**src/rtl/boot_streamer_pkg.sv**
```systemverilog
package boot_streamer_pkg;

    typedef enum logic [1:0] {
        CMD_NONE    = 2'b00,
        CMD_IDLE    = 2'b01,
        CMD_PREIDLE = 2'b10,
        CMD_BOOT    = 2'b11
    } bs_cmd_e;

    typedef enum logic [1:0] {
        ST_OFF  = 2'd0,
        ST_WAIT = 2'd1,
        ST_SEND = 2'd2,
        ST_DONE = 2'd3
    } bs_state_e;

    localparam logic [7:0] IMG_SEED = 8'hC3;
    localparam int unsigned IMG_STEP = 29;

endpackage

```
**src/rtl/boot_image_rom.sv**
```systemverilog
module boot_image_rom
    import boot_streamer_pkg::*;
#(
    parameter int unsigned IMG_BYTES = 64,
    parameter int unsigned IDX_W     = 6
) (
    input  logic [IDX_W-1:0] addr_i,
    output logic [7:0]       data_o
);
    // The image is computed from the byte index, not stored as a table.
    logic [31:0] prod;

    always_comb begin
        prod   = 32'(addr_i) * 32'(IMG_STEP);
        data_o = prod[7:0] ^ IMG_SEED;
    end

    initial begin
        if (IMG_BYTES == 0) $error("IMG_BYTES must be nonzero");
    end
endmodule

```
**src/rtl/boot_bit_shifter.sv**
```systemverilog
module boot_bit_shifter #(
    parameter int unsigned W = 8
) (
    input  logic         clk_i,
    input  logic         rst_ni,
    input  logic         load_i,
    input  logic         shift_i,
    input  logic [W-1:0] byte_i,
    output logic         bit_o,
    output logic         last_o
);
    localparam int unsigned CNT_W = $clog2(W);

    logic [W-1:0]     sreg;
    logic [CNT_W-1:0] cnt;

    always_ff @(posedge clk_i or negedge rst_ni) begin
        if (!rst_ni) begin
            sreg <= '1;
            cnt  <= '0;
        end else if (load_i) begin
            sreg <= byte_i;
            cnt  <= '0;
        end else if (shift_i) begin
            if (cnt == CNT_W'(W - 1)) begin
                sreg <= byte_i;
                cnt  <= '0;
            end else begin
                sreg <= {sreg[W-2:0], 1'b1};
                cnt  <= cnt + 1'b1;
            end
        end
    end

    assign bit_o  = sreg[W-1];
    assign last_o = (cnt == CNT_W'(W - 1));

    // within a byte, each shift brings forward the next lower bit
    a_r3_msb_first: assert property (@(posedge clk_i) disable iff (!rst_ni)
        (shift_i && !load_i && !last_o) |=> (bit_o == $past(sreg[W-2])));
endmodule

```
**src/rtl/boot_deadline_timer.sv**
```systemverilog
module boot_deadline_timer #(
    parameter longint unsigned LIMIT_CYC = 64'd500_000_000
) (
    input  logic clk_i,
    input  logic rst_ni,
    input  logic en_i,
    output logic timeout_o
);
    localparam int unsigned CNT_W = $clog2(LIMIT_CYC + 1);

    logic [CNT_W-1:0] cnt;

    always_ff @(posedge clk_i or negedge rst_ni) begin
        if (!rst_ni)
            cnt <= '0;
        else if (!en_i)
            cnt <= '0;
        else if (cnt != CNT_W'(LIMIT_CYC))
            cnt <= cnt + 1'b1;
    end

    assign timeout_o = (cnt == CNT_W'(LIMIT_CYC));

    // disabling clears the flag at the next edge
    a_r9_clear_on_disable: assert property (@(posedge clk_i) disable iff (!rst_ni)
        !en_i |=> !timeout_o);
    // the flag holds while the block stays enabled
    a_r9_sticky: assert property (@(posedge clk_i) disable iff (!rst_ni)
        (en_i && timeout_o) |=> timeout_o);
endmodule

```
**src/rtl/boot_streamer_ctrl.sv**
```systemverilog
module boot_streamer_ctrl
    import boot_streamer_pkg::*;
#(
    parameter int unsigned IMG_BYTES   = 64,
    parameter int unsigned CLK_HZ      = 100_000_000,
    parameter int unsigned DEADLINE_MS = 5000
) (
    input  logic       clk_i,
    input  logic       rst_ni,
    input  logic       en_i,
    input  logic       cmd_valid_i,
    input  logic [1:0] cmd_code_i,
    input  logic       bit_tick_i,
    output logic       dat_o,
    output logic       done_o,
    output logic       timeout_o
);
    localparam int unsigned     IDX_W     = (IMG_BYTES > 1) ? $clog2(IMG_BYTES) : 1;
    localparam longint unsigned LIMIT_CYC =
        (longint'(CLK_HZ) * longint'(DEADLINE_MS)) / 64'd1000;

    bs_state_e        state, nxt_state;
    bs_cmd_e          cmd;
    logic             is_idle, is_boot;
    logic             sh_load, sh_shift, sh_bit, sh_last;
    logic [IDX_W-1:0] byte_idx, rom_addr;
    logic [7:0]       rom_data;
    logic             img_end;

    assign cmd     = bs_cmd_e'(cmd_code_i);
    assign is_idle = cmd_valid_i && ((cmd == CMD_IDLE) || (cmd == CMD_PREIDLE));
    assign is_boot = cmd_valid_i && (cmd == CMD_BOOT);
    assign img_end = sh_last && (byte_idx == IDX_W'(IMG_BYTES - 1));

    // next-state logic
    always_comb begin
        nxt_state = state;
        unique case (state)
            ST_OFF:  if (en_i) nxt_state = ST_WAIT;
            ST_WAIT: if (is_boot) nxt_state = ST_SEND;
            ST_SEND: begin
                if (is_idle)
                    nxt_state = ST_WAIT;
                else if (bit_tick_i && img_end)
                    nxt_state = ST_DONE;
            end
            ST_DONE: if (is_idle) nxt_state = ST_WAIT;
            default: nxt_state = ST_OFF;
        endcase
        if (!en_i) nxt_state = ST_OFF;
    end

    // state register
    always_ff @(posedge clk_i or negedge rst_ni) begin
        if (!rst_ni) state <= ST_OFF;
        else         state <= nxt_state;
    end

    // datapath control
    assign sh_load  = en_i && (state == ST_WAIT) && is_boot;
    assign sh_shift = en_i && (state == ST_SEND) && !is_idle && bit_tick_i;
    assign rom_addr = sh_load ? '0 : byte_idx + 1'b1;

    always_ff @(posedge clk_i or negedge rst_ni) begin
        if (!rst_ni)
            byte_idx <= '0;
        else if (sh_load)
            byte_idx <= '0;
        else if (sh_shift && sh_last)
            byte_idx <= byte_idx + 1'b1;
    end

    boot_image_rom #(
        .IMG_BYTES (IMG_BYTES),
        .IDX_W     (IDX_W)
    ) u_rom (
        .addr_i (rom_addr),
        .data_o (rom_data)
    );

    boot_bit_shifter #(
        .W (8)
    ) u_shift (
        .clk_i   (clk_i),
        .rst_ni  (rst_ni),
        .load_i  (sh_load),
        .shift_i (sh_shift),
        .byte_i  (rom_data),
        .bit_o   (sh_bit),
        .last_o  (sh_last)
    );

    boot_deadline_timer #(
        .LIMIT_CYC (LIMIT_CYC)
    ) u_timer (
        .clk_i     (clk_i),
        .rst_ni    (rst_ni),
        .en_i      (en_i),
        .timeout_o (timeout_o)
    );

    // outputs
    always_comb begin
        dat_o  = 1'b1;
        done_o = 1'b0;
        unique case (state)
            ST_SEND: dat_o  = sh_bit;
            ST_DONE: done_o = 1'b1;
            default: ;
        endcase
    end

    // disable forces the line high and clears done
    a_r8_off_idle_high: assert property (@(posedge clk_i) disable iff (!rst_ni)
        !en_i |=> (dat_o && !done_o));
    // an idle command during streaming aborts to waiting
    a_r6_abort_to_wait: assert property (@(posedge clk_i) disable iff (!rst_ni)
        (en_i && state == ST_SEND && is_idle) |=> (state == ST_WAIT && dat_o));
    // streaming is entered only from waiting
    a_r2_start_from_wait: assert property (@(posedge clk_i) disable iff (!rst_ni)
        (state == ST_SEND && $past(state) != ST_SEND) |-> ($past(state) == ST_WAIT));
    // completion follows a tick while streaming
    a_r5_done_entry: assert property (@(posedge clk_i) disable iff (!rst_ni)
        $rose(done_o) |-> $past(state == ST_SEND && bit_tick_i));
endmodule

```
**config.mk**
```make
export PLATFORM = sky130hd
export DESIGN_NAME = boot_streamer_ctrl
export DESIGN_NICKNAME = d
export VERILOG_FILES = /design/src/rtl/boot_streamer_pkg.sv /design/src/rtl/boot_image_rom.sv /design/src/rtl/boot_bit_shifter.sv /design/src/rtl/boot_deadline_timer.sv /design/src/rtl/boot_streamer_ctrl.sv
export SDC_FILE = /design/constraint.sdc
export NUM_CORES = 1
export LEC_CHECK = 0
export BUFFER_PORTS_ARGS = -buffer_cell sky130_fd_sc_hd__buf_2
export CORE_AREA = 2 2 78 80
export CTS_CLUSTER_SIZE = 12
export DETAILED_ROUTE_END_ITERATION = 16
export DIE_AREA = 0 0 80 82
export PLACE_DENSITY = 0.71
export SETUP_SLACK_MARGIN = 0.1
export SYNTH_ARGS = -nofsm -noshare
export SYNTH_HDL_FRONTEND = slang
export SYNTH_HIERARCHICAL = 1
export SYNTH_SLANG_ARGS = --single-unit
```
**constraint.sdc**
```tcl
create_clock -name clk_i -period 5.1 [get_ports clk_i]
set_clock_uncertainty 0.15 [all_clocks]
set_input_delay 0 -clock clk_i [delete_from_list [all_inputs] [get_ports clk_i]]
set_output_delay 0 -clock clk_i [all_outputs]
set_load 0.03 [all_outputs]
```
* After elaboration in Yosys (flattened, before gate mapping)
Cells that the tools add are included.
** Word-level totals
- Register bits :: 48
- Output and inout bits :: 3
- Word-level logic and storage cells :: 59
** Operators by class
- $add $sub $neg :: 3
- $mul :: 1
- Equal/unequal tests :: 14
- Multiplexer cells :: 19
- Bitwise gates (word level) :: 1
- Reductions and logical operators :: 16
** Operators by type and width (number)
- $mux W29 :: 2
- $add A29 B1 Y29 const B :: 1
- $eq A29 B29 Y1 const B :: 1
- $ne A29 B29 Y1 const B :: 1
- $mux W8 :: 3
- $mux W6 :: 3
- $logic_and A1 B1 Y1 :: 10
- $mux W2 :: 5
- $mux W3 :: 3
- $eq A2 B2 Y1 const B :: 4
- $mul A6 B5 Y8 const B :: 1
- $pmux W2 S4 :: 1
- $add A6 B1 Y6 const B :: 1
- $eq A6 B6 Y1 const B :: 1
- $ne A3 B3 Y1 const B :: 2
- $eq A2 B1 Y1 const B :: 2
- $ne A4 B4 Y1 const B :: 1
- $not A4 Y4 :: 1
- $reduce_bool A2 Y1 :: 2
- $add A3 B1 Y3 const B :: 1
- $eq A3 B3 Y1 const B :: 1
- $reduce_and A3 Y1 :: 1
- $logic_not A2 Y1 :: 1
- $mux W1 :: 2
- other kinds (3) :: 3

* Logic depth before layout (Yosys ltp)
- Depth after elaboration :: 9
- Depth in mapped cells :: 18
- Depth with buffers taken out :: 17

* Hierarchy
The synthesis kept the hierarchy.
** Modules (own cells, without submodules)
- boot_deadline_timer :: times used 1, cells an instance 173, area an instance 1617.8 sq um
- boot_bit_shifter :: times used 1, cells an instance 57, area an instance 619.3 sq um
- boot_streamer_ctrl :: times used 1, cells an instance 65, area an instance 601.8 sq um
- boot_image_rom :: times used 1, cells an instance 44, area an instance 416.6 sq um

* Worst setup path after synthesis
Ideal clock, no wire load.
- Kind :: flip-flop to flip-flop
- From :: register state[0]
- To :: register u_shift.sreg[7]
- Data arrival time :: 3472 ps
- Data required time :: 4862 ps
- Slack :: 1390 ps
- Stages on the path, launching flop included :: 17
- Buffers on the path :: 1
- Clock period less this slack :: 3710 ps
- Cell sequence :: dfrtp_1 > ha_1 > nand2_1 > nor2_1 > buf_2 > nor2_1 > inv_1 > fa_1 > inv_1 > ha_1 > fa_1 > ha_1 > nand2b_1 > a21oi_1 > xnor2_1 > inv_1 > a221oi_2
** On the way
- Longest elaborated chain between the ends :: 9
- Elaborated cells on any way between the ends :: 14
- Classes of those cells :: 1 x mul; 2 x eq/ne; 4 x mux; 1 x bitwise; 6 x reduce/logical
** Ends and longest elaborated chain
- from (decl) :: RTL line boot_streamer_ctrl.sv:22 : bs_state_e state, nxt_state;
- from (signal assigned) :: RTL line boot_streamer_ctrl.sv:56 : else state <= nxt_state;
- $eq A2 B1 Y1 (*) :: RTL line boot_streamer_ctrl.sv:60 : assign sh_load = en_i && (state == ST_WAIT) && is_boot;
- $logic_and A1 B1 Y1 (*) (2 in series) :: RTL line boot_streamer_ctrl.sv:60
- net sh_load :: RTL line boot_streamer_ctrl.sv:25 : logic sh_load, sh_shift, sh_bit, sh_last;
- $mux W6 (*) :: RTL line boot_streamer_ctrl.sv:62 : assign rom_addr = sh_load ? '0 : byte_idx + 1'b1;
- net rom_addr[3] :: RTL line boot_streamer_ctrl.sv:26 : logic [IDX_W-1:0] byte_idx, rom_addr;
- $mul A6 B5 Y8 (*) :: RTL line boot_image_rom.sv:14 : prod = 32'(addr_i) * 32'(IMG_STEP);
- $not A4 Y4 (no line) (*)
- net rom_data[7] :: RTL line boot_streamer_ctrl.sv:27 : logic [7:0] rom_data;
- $mux W8 :: RTL line boot_bit_shifter.sv:25 : if (cnt == CNT_W'(W - 1)) begin
- $mux W8 :: RTL line boot_bit_shifter.sv:24 : end else if (shift_i) begin
- $mux W8 (*) :: RTL line boot_bit_shifter.sv:21 : end else if (load_i) begin
- to (signal assigned) :: RTL line boot_bit_shifter.sv:22 : sreg <= byte_i;
- to (signal assigned) :: RTL line boot_bit_shifter.sv:26 : sreg <= byte_i;
- to (signal assigned) :: RTL line boot_bit_shifter.sv:29 : sreg <= {sreg[W-2:0], 1'b1};
- to (decl) :: RTL line boot_bit_shifter.sv:14 : logic [W-1:0] sreg;
Mark *: on every way through the listed nets, which the timed path passes. The rest lies on a longest branch. The select of a mux whose other input is x is not followed.
A chain may end at the register's enable or synchronous reset.

* Final worst setup path
- From :: register state[0]
- To :: register u_shift.sreg[7]
** On the way
- Longest elaborated chain between the ends :: 9
- Elaborated cells on any way between the ends :: 14
- Classes of those cells :: 1 x mul; 2 x eq/ne; 4 x mux; 1 x bitwise; 6 x reduce/logical
** Ends and longest elaborated chain (RTL line)
- $eq A2 B1 Y1 (*) :: boot_streamer_ctrl.sv:60
- $logic_and A1 B1 Y1 (*) (2 in series) :: boot_streamer_ctrl.sv:60
- $mux W6 (*) :: boot_streamer_ctrl.sv:62
- net rom_addr[3] :: boot_streamer_ctrl.sv:26
- $mul A6 B5 Y8 (*) :: boot_image_rom.sv:14
- $not A4 Y4 (no line) (*)
- net rom_data[7] :: boot_streamer_ctrl.sv:27
- $mux W8 :: boot_bit_shifter.sv:25
- $mux W8 :: boot_bit_shifter.sv:24
- $mux W8 (*) :: boot_bit_shifter.sv:21
Marks and branches as above.

==> impl_metrics.toml <==
[status]
status = "finished, final reports clean"

[layout]
syn_to_final_growth_pct = 6.303
diodes = 0
drive_above_1_share = 0.1387
post_layout_nonfiller_instances = 421
seqCellArea_sq_um = 1211
multi_input_area_sq_um = 1856
nFillCells = 509
nets = 379

[routing]
wl_mm = 6.084
drcViolationCount = 0
ant_nets = 0
vias = 2460
drt_iter0_drc = 85
dr.pass1.iters = 4
routedWlPerCell_microns = 14.45
vias_per_cell = 5.843

[worst_setup_path]
cp.arrival_ns = 4.06
path_max_fanout = 31
r2r_end = "u_shift/sreg[7]"
criticalPathCategory = "reg -> reg"
r2r_start = "state[0]"
max_stage_delay_ns = 0.50
cp_slowest_cell = "fa_1"
r2r_slack_ns = 1.10
ff2ff_path_depth = 16
startpoint = "state[0]"
setup.worst_path.end = "u_shift/sreg[7]"
required_ns = 5.16
cp_cell_sequence = "ha_1 > nand2_1 > nor2_2 > buf_4 > nor2_1 > inv_1 > fa_1 > inv_1 > ha_1 > fa_1 > ha_1 > nand2b_1 > a21oi_1 > xnor2_1 > inv_1 > a221oi_2"
startpoint_type = "flop"
end_kind = "flop"

[synthesis]
synth_top_family_by_area = "simple AND/OR/NAND/NOR gates"
seq_area_frac_synth = 0.3720
syn_inst = 339
netlist_top_cells_area = "dfrtp_1, ha_1, dfstp_2"
synth_top_area_frac = 0.3075
synth_warnings = 6
synth_edf_count = 0
synth_area_leader_cell = "dfrtp_1"
synthArstFlopShare = 1.000
synth-simple-area-share = 0.2383
syn_area_sq_um = 3256
synth-compound-area-share = 0.1180
syn_nets = 373
ys_ff_latch = 48
synth-main-ff-cell = "dfrtp_1"
synthMuxAreaShare = 0.01845
synth_fa_ha_area_frac = 0.1153
synth_xor_area_frac = 0.07917
avgSynthCellArea_sq_um = 9.604
synth_cell_type_count = 50

[clock_network]
cts_resized = 0
cts_tree = "done"
root_buffer = "clkbuf_8"
path_clk_slew_ns = 0.09
clkSinkCount = 48
insertion_delay_ns = 0.30
htree_levels = 2
cts_made_buffers = 5
cts.path.max_buffers = 2

[pwr]
switchingPower_mw = 0.2486
power.share.clock = 0.297
power_density_nw_per_um2 = 263.1
p_comb_frac = 0.182
p_int_mw = 0.6619
p_sw_frac = 0.2730
max-vdd-ir-drop_uv = 173.5
p_leak_nw = 1.530
seqPwrFrac = 0.520

[grt]
track_usage = 0.2113
grt_pass1_wl_mm = 10.85
grt-ovfl-total = 0
grt_max_degree = 49
grt_pass1_vias = 2410
antenna_found_initial = 0

[floorplan]
ios = 10
placementRows = 28
die_w_microns = 80
die_h_microns = 82
dieArea_sq_um = 6560
core_area_sq_um = 5746
start_util = 0.5666

[sta]
max_freq_mhz = 249.9
min_period_ns = 4.002
drv_slew = 0
fin_crit_sh = 0.7848
max_slew.worst_pin.slew_ns = 1.050
fin_tns_setup_ns = 0
final-hold-violation-count = 0
finalSetupViolations = 0
slew_headroom = 0.2998
rsz0062_at_grt = "false"

[place]
io_buffers = 9
place_congestion = 0.7630
dp_hpwl_mm = 4.363
post-place-cells = 411

[flow_run]
maxCapViolations = 0

[worst_hold_path]
hold_class = "in -> reg"
-- layout make-up --
type                            instances  share of cell area
Inverter                               31             0.03362
Tap cell                               75             0.02711
Multi-Input combinational cell        247              0.5362
Clock buffer                            5             0.01988
Clock inverter                          3             0.01229
Sequential cell                        48              0.3500
Timing Repair Buffer                   12             0.02097
-- power by group through the flow --
stage               sequential [mW]  clock, mW  combinational, mW
floorplan                     0.471          0              0.132
global placement              0.477          0              0.160
detailed placement            0.481          0              0.166
CTS                           0.474      0.280              0.170
global route                  0.480      0.300              0.191
finish                        0.473      0.271              0.166
-- layer usage --
layer  vias to the layer above  part of all wire  wire length, microns  track usage
met5                         -                 0                     0            0
met3                         6             0.020                   121      0.03297
li1                       1221                 -                     -            -
met4                         0             0.012                    70      0.06949
met1                      1208              0.45                  2752       0.2540
met2                        25              0.52                  3140       0.3867
-- how the worst min path moves through the flow --
| stage | start | endpoint | depth (start not counted) |
|---|---|---|---|
| 2_1_floorplan | rst_ni | byte_idx[0] | 0 |
| 3_3_place_gp | rst_ni | u_timer/cnt[15] | 1 |
| 3_5_place_dp | rst_ni | u_timer/cnt[14] | 1 |
| 4_1_cts | cmd_valid_i | state[1] | 4 |
| 5_1_grt | cmd_valid_i | state[1] | 4 |
| 6_report | cmd_valid_i | state[1] | 4 |
-- synth_stat cells (7+ instances only) --
cell type and count:
a21oi_1 21, a221oi_2 7, dfrtp_1 40, dfstp_2 8, ha_1 22, inv_1 30, nand2_1 12, nand3_1 11
nand4_1 14, nor2_1 36, nor3_1 13, o31ai_1 10, or4_1 11, xnor2_1 15, xor2_1 10
-- state kept, by name (all words and copies together), names as in the netlist --
| signal | count |
|---|---|
| u_timer/cnt | 29 |
| u_shift/sreg | 8 |
| byte_idx | 6 |
| u_shift/cnt | 3 |
| state | 2 |
-- critical path: cells and delay by family, from the launching register on --
family / cells / cell delay [ns]
AOI/OAI and AO/OA: 2 / 0.38
xor gates and xnor gates: 1 / 0.13
adders and majority gates: 5 / 1.85
buffers and inverters: 4 / 0.47
DFF: 1 / 0.43
and+or+nand+nor: 4 / 0.50
-- timing repair --
item                                    in CTS  in global routing
endpoints found under the setup margin       0                  0
buffers inserted                             0                  0
hold buffers                                 2                  0
hold endpoints to repair                    42                  0
-- kinds of logic after synthesis --
group,Yosys count
simple gates,136
buf+inv,44
flops,48
fa+ha+maj,27
mux,6
compound gates,51
xor+xnor,27
-- stage by stage --
stage                     setup WS, ns  power [mW]  hold WS (ns)  utilization  cell area (sq um)
final                            1.098      0.9104       0.02292       0.6024               3461
after global routing            0.7704      0.9703       0.04970       0.6024               3461
after CTS                        1.073      0.9236       0.01056       0.6024               3461
after detailed placement         1.110      0.6471       0.09759       0.5795               3329
after global placement           1.219      0.6370        0.1027       0.5795               3329
after floorplan                  1.390      0.6028       -0.4456            -               3256
-- cells in the final DEF (no fill, tap or decap), types with 5 or more instances in the layout --
cell type and n:
nand2b_1 5, nand2_1 12, dfstp_2 8, clkbuf_8 5, nor4_1 6, mux2i_1 6, nor3_1 13, buf_2 9
inv_1 30, or4_1 11, ha_1 22, dfrtp_1 40, o31ai_1 10, o21ai_0 6, nand3_1 11, a21oi_1 21
a221oi_2 7, nand4_1 14, xor2_1 10, xnor2_1 15, fa_1 5, nor2_1 35
No activity file was read; power rests on OpenSTA's default activity.
